$ cat src/rtl/intc_pkg.sv
package intc_pkg;
    localparam logic [7:0] OFS_PEND_HI = 8'h00;
    localparam logic [7:0] OFS_PEND_LO = 8'h04;
    localparam logic [7:0] OFS_MASK_HI = 8'h08;
    localparam logic [7:0] OFS_MASK_LO = 8'h0C;
    localparam logic [7:0] OFS_FRC_HI  = 8'h10;
    localparam logic [7:0] OFS_FRC_LO  = 8'h14;
    localparam logic [7:0] OFS_MSET    = 8'h1C;
    localparam logic [7:0] OFS_MCLR    = 8'h1D;
    localparam logic [7:0] OFS_CTRL    = 8'h40;
    localparam logic [7:0] OFS_ACK     = 8'hE0;
endpackage

$ cat src/rtl/intc_sync.sv
module intc_sync #(
    parameter int WIDTH  = 64,
    parameter int STAGES = 2
) (
    input  logic             clk,
    input  logic             rst_n,
    input  logic [WIDTH-1:0] d_in,
    output logic [WIDTH-1:0] q_out
);
    logic [WIDTH-1:0] stage_q [STAGES];

    for (genvar s = 0; s < STAGES; s++) begin : g_stage
        if (s == 0) begin : g_first
            always_ff @(posedge clk or negedge rst_n) begin
                if (!rst_n) stage_q[0] <= '0;
                else        stage_q[0] <= d_in;
            end
        end else begin : g_next
            always_ff @(posedge clk or negedge rst_n) begin
                if (!rst_n) stage_q[s] <= '0;
                else        stage_q[s] <= stage_q[s-1];
            end
        end
    end

    assign q_out = stage_q[STAGES-1];
endmodule

$ cat src/rtl/intc_arbiter.sv
module intc_arbiter #(
    parameter int NUM_SRC  = 64,
    parameter int CTRL_W   = 8,
    parameter int VEC_W    = 8,
    parameter int VEC_BASE = 64,
    parameter int VEC_SPUR = 24,
    localparam int IDX_W   = $clog2(NUM_SRC)
) (
    input  logic [NUM_SRC-1:0]             active,
    input  logic [NUM_SRC-1:0][CTRL_W-1:0] ctrl,
    output logic [CTRL_W-1:0]              level,
    output logic [VEC_W-1:0]               vector,
    output logic [IDX_W-1:0]               win_idx,
    output logic                           any_active
);
    logic [CTRL_W-1:0] best_lvl;
    logic [IDX_W-1:0]  best_idx;
    logic              found;

    // Ascending scan with >= so that equal levels resolve to the higher index.
    always_comb begin
        best_lvl = '0;
        best_idx = '0;
        found    = 1'b0;
        for (int i = 0; i < NUM_SRC; i++) begin
            if (active[i] && (ctrl[i] >= best_lvl)) begin
                best_lvl = ctrl[i];
                best_idx = IDX_W'(i);
                found    = 1'b1;
            end
        end
    end

    always_comb begin
        win_idx    = best_idx;
        any_active = found;
        if (found) begin
            level  = best_lvl;
            vector = VEC_W'(VEC_BASE) + VEC_W'(best_idx);
        end else begin
            level  = '0;
            vector = VEC_W'(VEC_SPUR);
        end
    end
endmodule

$ cat src/rtl/intc_regs.sv
module intc_regs
    import intc_pkg::*;
#(
    parameter int NUM_SRC = 64,
    parameter int CTRL_W  = 8,
    parameter int ADDR_W  = 8,
    parameter int DATA_W  = 32,
    parameter int VEC_W   = 8,
    localparam int IDX_W  = $clog2(NUM_SRC),
    localparam int ALL_BIT = IDX_W
) (
    input  logic                           clk,
    input  logic                           rst_n,
    input  logic [ADDR_W-1:0]              bus_addr,
    input  logic [DATA_W-1:0]              bus_wdata,
    input  logic                           bus_we,
    input  logic [NUM_SRC-1:0]             pending,
    input  logic [VEC_W-1:0]               vector,
    output logic [DATA_W-1:0]              bus_rdata,
    output logic [NUM_SRC-1:0]             mask_q,
    output logic [NUM_SRC-1:0]             force_q,
    output logic [NUM_SRC-1:0][CTRL_W-1:0] ctrl_q,
    output logic [NUM_SRC-1:0]             enable
);
    logic             ctrl_hit;
    logic [IDX_W-1:0] ctrl_idx;
    logic [IDX_W-1:0] cmd_idx;
    logic             cmd_all;

    assign ctrl_hit = (bus_addr >= ADDR_W'(OFS_CTRL)) &&
                      (bus_addr <  ADDR_W'(OFS_CTRL) + ADDR_W'(NUM_SRC));
    assign ctrl_idx = IDX_W'(bus_addr - ADDR_W'(OFS_CTRL));
    assign cmd_idx  = bus_wdata[IDX_W-1:0];
    assign cmd_all  = bus_wdata[ALL_BIT];

    for (genvar i = 0; i < NUM_SRC; i++) begin : g_en
        assign enable[i] = |ctrl_q[i];
    end

    always_ff @(posedge clk or negedge rst_n) begin
        if (!rst_n) begin
            mask_q  <= '1;
            force_q <= '0;
            ctrl_q  <= '0;
        end else if (bus_we) begin
            if (ctrl_hit) begin
                ctrl_q[ctrl_idx] <= bus_wdata[CTRL_W-1:0];
            end else begin
                case (bus_addr)
                    ADDR_W'(OFS_MASK_HI): mask_q[NUM_SRC-1 -: DATA_W] <= bus_wdata;
                    ADDR_W'(OFS_MASK_LO): mask_q[DATA_W-1:0]          <= bus_wdata;
                    ADDR_W'(OFS_FRC_HI):  force_q[NUM_SRC-1 -: DATA_W] <= bus_wdata;
                    ADDR_W'(OFS_FRC_LO):  force_q[DATA_W-1:0]          <= bus_wdata;
                    ADDR_W'(OFS_MSET): begin
                        if (cmd_all) mask_q <= '1;
                        else         mask_q[cmd_idx] <= 1'b1;
                    end
                    ADDR_W'(OFS_MCLR): begin
                        if (cmd_all) mask_q <= '0;
                        else         mask_q[cmd_idx] <= 1'b0;
                    end
                    default: ;
                endcase
            end
        end
    end

    always_comb begin
        bus_rdata = '0;
        if (ctrl_hit) begin
            bus_rdata = DATA_W'(ctrl_q[ctrl_idx]);
        end else begin
            case (bus_addr)
                ADDR_W'(OFS_PEND_HI): bus_rdata = pending[NUM_SRC-1 -: DATA_W];
                ADDR_W'(OFS_PEND_LO): bus_rdata = pending[DATA_W-1:0];
                ADDR_W'(OFS_MASK_HI): bus_rdata = mask_q[NUM_SRC-1 -: DATA_W];
                ADDR_W'(OFS_MASK_LO): bus_rdata = mask_q[DATA_W-1:0];
                ADDR_W'(OFS_FRC_HI):  bus_rdata = force_q[NUM_SRC-1 -: DATA_W];
                ADDR_W'(OFS_FRC_LO):  bus_rdata = force_q[DATA_W-1:0];
                ADDR_W'(OFS_ACK):     bus_rdata = DATA_W'(vector);
                default:              bus_rdata = '0;
            endcase
        end
    end


    mask_set_all_chk: assert property (@(posedge clk) disable iff (!rst_n)
        (bus_we && bus_addr == ADDR_W'(OFS_MSET) && cmd_all) |=> (&mask_q));


    mask_set_one_chk: assert property (@(posedge clk) disable iff (!rst_n)
        (bus_we && bus_addr == ADDR_W'(OFS_MSET) && !cmd_all) |=> mask_q[$past(cmd_idx)]);


    mask_clr_all_chk: assert property (@(posedge clk) disable iff (!rst_n)
        (bus_we && bus_addr == ADDR_W'(OFS_MCLR) && cmd_all) |=> (mask_q == '0));


    mask_clr_one_chk: assert property (@(posedge clk) disable iff (!rst_n)
        (bus_we && bus_addr == ADDR_W'(OFS_MCLR) && !cmd_all) |=> !mask_q[$past(cmd_idx)]);
endmodule

$ cat src/rtl/intc_prio64.sv
module intc_prio64 #(
    parameter int NUM_SRC  = 64,
    parameter int CTRL_W   = 8,
    parameter int ADDR_W   = 8,
    parameter int DATA_W   = 32,
    parameter int VEC_W    = 8,
    parameter int VEC_BASE = 64,
    parameter int VEC_SPUR = 24,
    parameter int SYNC_STAGES = 2,
    localparam int IDX_W   = $clog2(NUM_SRC)
) (
    input  logic               clk,
    input  logic               rst_n,
    input  logic [NUM_SRC-1:0] irq_req,
    input  logic [ADDR_W-1:0]  bus_addr,
    input  logic [DATA_W-1:0]  bus_wdata,
    input  logic               bus_we,
    output logic [DATA_W-1:0]  bus_rdata,
    output logic [CTRL_W-1:0]  irq_level,
    output logic [VEC_W-1:0]   irq_vector
);
    logic [NUM_SRC-1:0]             pending;
    logic [NUM_SRC-1:0]             mask_q;
    logic [NUM_SRC-1:0]             force_q;
    logic [NUM_SRC-1:0]             enable;
    logic [NUM_SRC-1:0][CTRL_W-1:0] ctrl_q;
    logic [NUM_SRC-1:0]             active;
    logic [IDX_W-1:0]               win_idx;
    logic                           any_active;

    intc_sync #(.WIDTH(NUM_SRC), .STAGES(SYNC_STAGES)) sync_i (
        .clk   (clk),
        .rst_n (rst_n),
        .d_in  (irq_req),
        .q_out (pending)
    );

    intc_regs #(
        .NUM_SRC(NUM_SRC), .CTRL_W(CTRL_W), .ADDR_W(ADDR_W),
        .DATA_W(DATA_W), .VEC_W(VEC_W)
    ) regs_i (
        .clk       (clk),
        .rst_n     (rst_n),
        .bus_addr  (bus_addr),
        .bus_wdata (bus_wdata),
        .bus_we    (bus_we),
        .pending   (pending),
        .vector    (irq_vector),
        .bus_rdata (bus_rdata),
        .mask_q    (mask_q),
        .force_q   (force_q),
        .ctrl_q    (ctrl_q),
        .enable    (enable)
    );

    assign active = (pending | force_q) & enable & ~mask_q;

    intc_arbiter #(
        .NUM_SRC(NUM_SRC), .CTRL_W(CTRL_W), .VEC_W(VEC_W),
        .VEC_BASE(VEC_BASE), .VEC_SPUR(VEC_SPUR)
    ) arb_i (
        .active     (active),
        .ctrl       (ctrl_q),
        .level      (irq_level),
        .vector     (irq_vector),
        .win_idx    (win_idx),
        .any_active (any_active)
    );


    spurious_vec_chk: assert property (@(posedge clk) disable iff (!rst_n)
        !any_active |-> (irq_level == '0 && irq_vector == VEC_W'(VEC_SPUR)));


    winner_live_chk: assert property (@(posedge clk) disable iff (!rst_n)
        any_active |-> (active[win_idx] && irq_level != '0));


    winner_level_chk: assert property (@(posedge clk) disable iff (!rst_n)
        any_active |-> (irq_level == ctrl_q[win_idx]));
endmodule

$ cat config.mk
export PLATFORM = sky130hd
export DESIGN_NAME = intc_prio64
export DESIGN_NICKNAME = d
export VERILOG_FILES = /design/src/rtl/intc_pkg.sv /design/src/rtl/intc_sync.sv /design/src/rtl/intc_arbiter.sv /design/src/rtl/intc_regs.sv /design/src/rtl/intc_prio64.sv
export SDC_FILE = /design/constraint.sdc
export NUM_CORES = 2
export LEC_CHECK = 0
export ABC_AREA = 1
export CAP_MARGIN = 40
export CORE_UTILIZATION = 30
export DETAILED_ROUTE_END_ITERATION = 8
export PLACE_DENSITY = 0.45
export SLEW_MARGIN = 0
export SYNTH_ARGS = -nofsm -noshare
export SYNTH_HDL_FRONTEND = slang
export SYNTH_SLANG_ARGS = --single-unit
$ cat constraint.sdc
create_clock -name clk -period 282.8 [get_ports clk]
set_clock_uncertainty 0.15 [all_clocks]
set_input_delay 42.42 -clock clk [delete_from_list [all_inputs] [get_ports clk]]
set_output_delay 42.42 -clock clk [all_outputs]
set_load 0.03 [all_outputs]
==> key figures <==
Status
  • Run status: completed

Setup path
  • WS Path Type: reg -> out
  • Arrival time at the worst endpoint: between 90 and 100 ns
  • Setup crit start kind: flip-flop
  • R2r setup slk: between 200 and 300 ns
  • Critical path capture point type: output pin
  • Worst path slowest cell: clkdlybuf4s50_1
  • Worst path most repeated cell: nand2_1
  • FF-to-FF path depth: 2
  • R2R Path Start: regs_i.mask_q[38]$_DFFE_PN1P_
  • Reg2reg end: regs_i.mask_q[38]$_DFFE_PN1P_
  • WP data required: 240.23 ns
  • Critical path peak fanout: 19
  • Critical Path Start: regs_i.mask_q[0]$_DFFE_PN1P_
  • Setup crit end: bus_rdata[3]
  • Largest stage delay on the critical path: 0.71 ns

Logic synthesis
  • Post-synth EDFFs: 0
  • Post-synth cell types: 56
  • Sequential-to-total area share from yosys stat: 0.363
  • Syn nets: 7637
  • Mean post-synth cell area: ~7.5 µm²
  • Mapped Area: between 50000 and 60000 µm²
  • Synth warn: 0
  • Main synth FF type: dfrtp_1
  • Synth cell count leaders: nand2_1, o21ai_0, dfrtp_1
  • Post-synth ARST share: 1.00
  • Post-synth top area cell: dfrtp_1
  • Synth Instances: 7086
  • Area contributors post-synth: dfrtp_1, o21ai_0, nand2_1
  • Post-synth top area share: 0.331
  • FF+latch count, synth: 768
  • Most frequent cell after synthesis: nand2_1

Clocking
  • TritonCTS clock tree: done
  • # H-tree levels: 3
  • Post-CTS Setup Inserts: 0
  • CTS buffer count: 96
  • Post-cts resize count: 0
  • Worst-skew pair later-pin latency: 0.72 ns
  • CTS Hold Bufs: 0
  • Clock buffer depth: 3
  • Root Driver: clkbuf_16
  • Clock-pin slew on the worst setup and hold paths: approximately 0.06 ns
  • # clock sinks: 768

Drt
  • First-pass iteration count of the detailed router: 5
  • Vias: 51000
  • Final ANT Viol Nets: 0
  • Drc violations: 0
  • Initial drt markers: 4066
  • Drt wl/cell: 23.4 µm
  • DR vias/cell: about 5.3
  • Post-Route WL: 224 mm

STA
  • RSZ-0062 raised after global routing: no
  • Period utilization: 0.488
  • Slew HR: 0.313
  • Slew at the pin closest to its max-slew limit: 1.02 ns
  • Final Critical Period: 138.08 ns
  • Final Max Slew Viols: 0
  • Final setup vio count: 0
  • Worst Hold Margin: between 0.15 and 0.2 ns
  • Fin Setup TNS: 0 ns
  • Final worst slack: 144.72 ns
  • Endpoints failing hold: 0
  • Achievable Freq: about 0.0072 GHz

Place
  • Routability cong.: 0.933
  • Cells after DPL: 9372
  • Buffers added on ports: 153
  • Dpl cell area: 57100 µm²
  • HPWL after DPL: 165 mm
  • DP Worst Slack: 146.31 ns

GRT
  • Antenna violations before repair: 12
  • Vias in the first global route: 49000
  • Tot GR Track Use: 0.246
  • Grt total ovfl: 0
  • First-pass GRT wire length: between 300 and 400 mm
  • Largest net degree at the start of global routing: 132

Power
  • VDD IR max: between 0.01 and 0.015 mV
  • Power per cell area: between 10 and 15 nW/µm²
  • P_leak: 28.5 nW
  • Pwr Total: 0.869 mW

Finish
  • Final #Nets: around 7700
  • Register Area: slightly below 20000 µm²
  • Final Util: 0.344
  • Syn-to-layout area delta: 13.9%
  • Final Cell Area: 60600 µm²
  • Layout cells sized above 1: 0.0947
  • FILL cells: around 19000
  • Fin cells: roughly 9600
  • Area of the multi-input gates: 29700 µm²

Hold path
  • Hold Startpoint: sync_i.stage_q[108]$_DFF_PN0_
  • HP Class: reg -> reg

Die
  • Rows: 154
  • IO Count: 155
  • Die width: 423 µm
  • Core Area: roughly 180000 µm²
  • Initial Util: 0.302
  • Die Ht: 423 µm
  • DIE AREA: about 180000 µm²

Flow run
  • MaxCap Viol Count: 0
## cells in the final DEF (no fill, tap or decap), types with 100 or more instances in the layout
cell | Yosys | final
nor2_1 | 224 | 211
ha_1 | 444 | 444
nand2_1 | 1753 | 1751
inv_1 | 661 | 651
clkdlybuf4s50_1 | 0 | 148
nor3_1 | 146 | 137
nor4_1 | 132 | 132
dfrtp_1 | 704 | 704
a21oi_1 | 293 | 291
nand2_2 | 170 | 172
clkbuf_16 | 0 | 100
nand3_1 | 112 | 110
o21ai_0 | 1503 | 1490
## final cells by class
| class | count | area share |
|---|---|---|
| clock buffer | 133 | 0.0458 |
| inverter | 671 | 0.0420 |
| clock inverter | 46 | 0.0111 |
| timing repair buffer | 286 | 0.0445 |
| antenna | 3 | 0.000124 |
| tap | 2340 | 0.0483 |
| multi-input combinational | 5307 | 0.490 |
| sequential | 768 | 0.319 |
## cells by family (layout without fill, tap and decap cells)
family	count (synthesis)	count (layout)	synth area share
flops	768	768	0.363
fa+ha+maj	444	444	0.104
simple gates	2654	2654	0.220
buf+inv	1011	1136	0.0825
other cells	1	4	0.0000705
compound gates	2208	2208	0.230
## report_power, final
part,total [mW],switching (mW),internal (mW)
clock,0.136,0.0540,0.0824
sequential,0.125,0.00717,0.118
combinational,0.608,0.393,0.215
## critical path: cells and delay by family (launching register included)
kind,cells,cell delay (ns)
AND/OR/NAND/NOR,625,59.41
AO/OA/AOI/OAI,299,48.32
adder cells (fa/ha/maj),97,28.95
buffers and inverters,89,6.02
flip-flops,1,0.36
## layer usage
layer,vias up,GRT usage,wire length (µm)
met5,-,0,50
met4,6,0.0887,8010
met3,314,0.0302,12600
met2,1575,0.400,103000
met1,24700,0.333,100000
li1,24400,-,-
## how the worst min path moves through the flow
stage | to | slack (ns) | cells past startpoint
after floorplan | sync_i.q_out[0]$_DFF_PN0_ | 0.18 | 0
after global placement | sync_i.q_out[43]$_DFF_PN0_ | 0.18 | 0
after detailed placement | sync_i.q_out[44]$_DFF_PN0_ | 0.18 | 0
after CTS | sync_i.q_out[2]$_DFF_PN0_ | 0.19 | 0
after global routing | sync_i.q_out[48]$_DFF_PN0_ | 0.20 | 0
final | sync_i.q_out[44]$_DFF_PN0_ | 0.19 | 0
## state kept, by name, summed over array words and instances, names as in the netlist
| signal | flops |
|---|---|
| regs_i.ctrl_q | 512 |
| regs_i.force_q | 64 |
| regs_i.mask_q | 64 |
| sync_i.q_out | 64 |
| sync_i.stage_q | 64 |
Power figures use the tool's default switching activity.
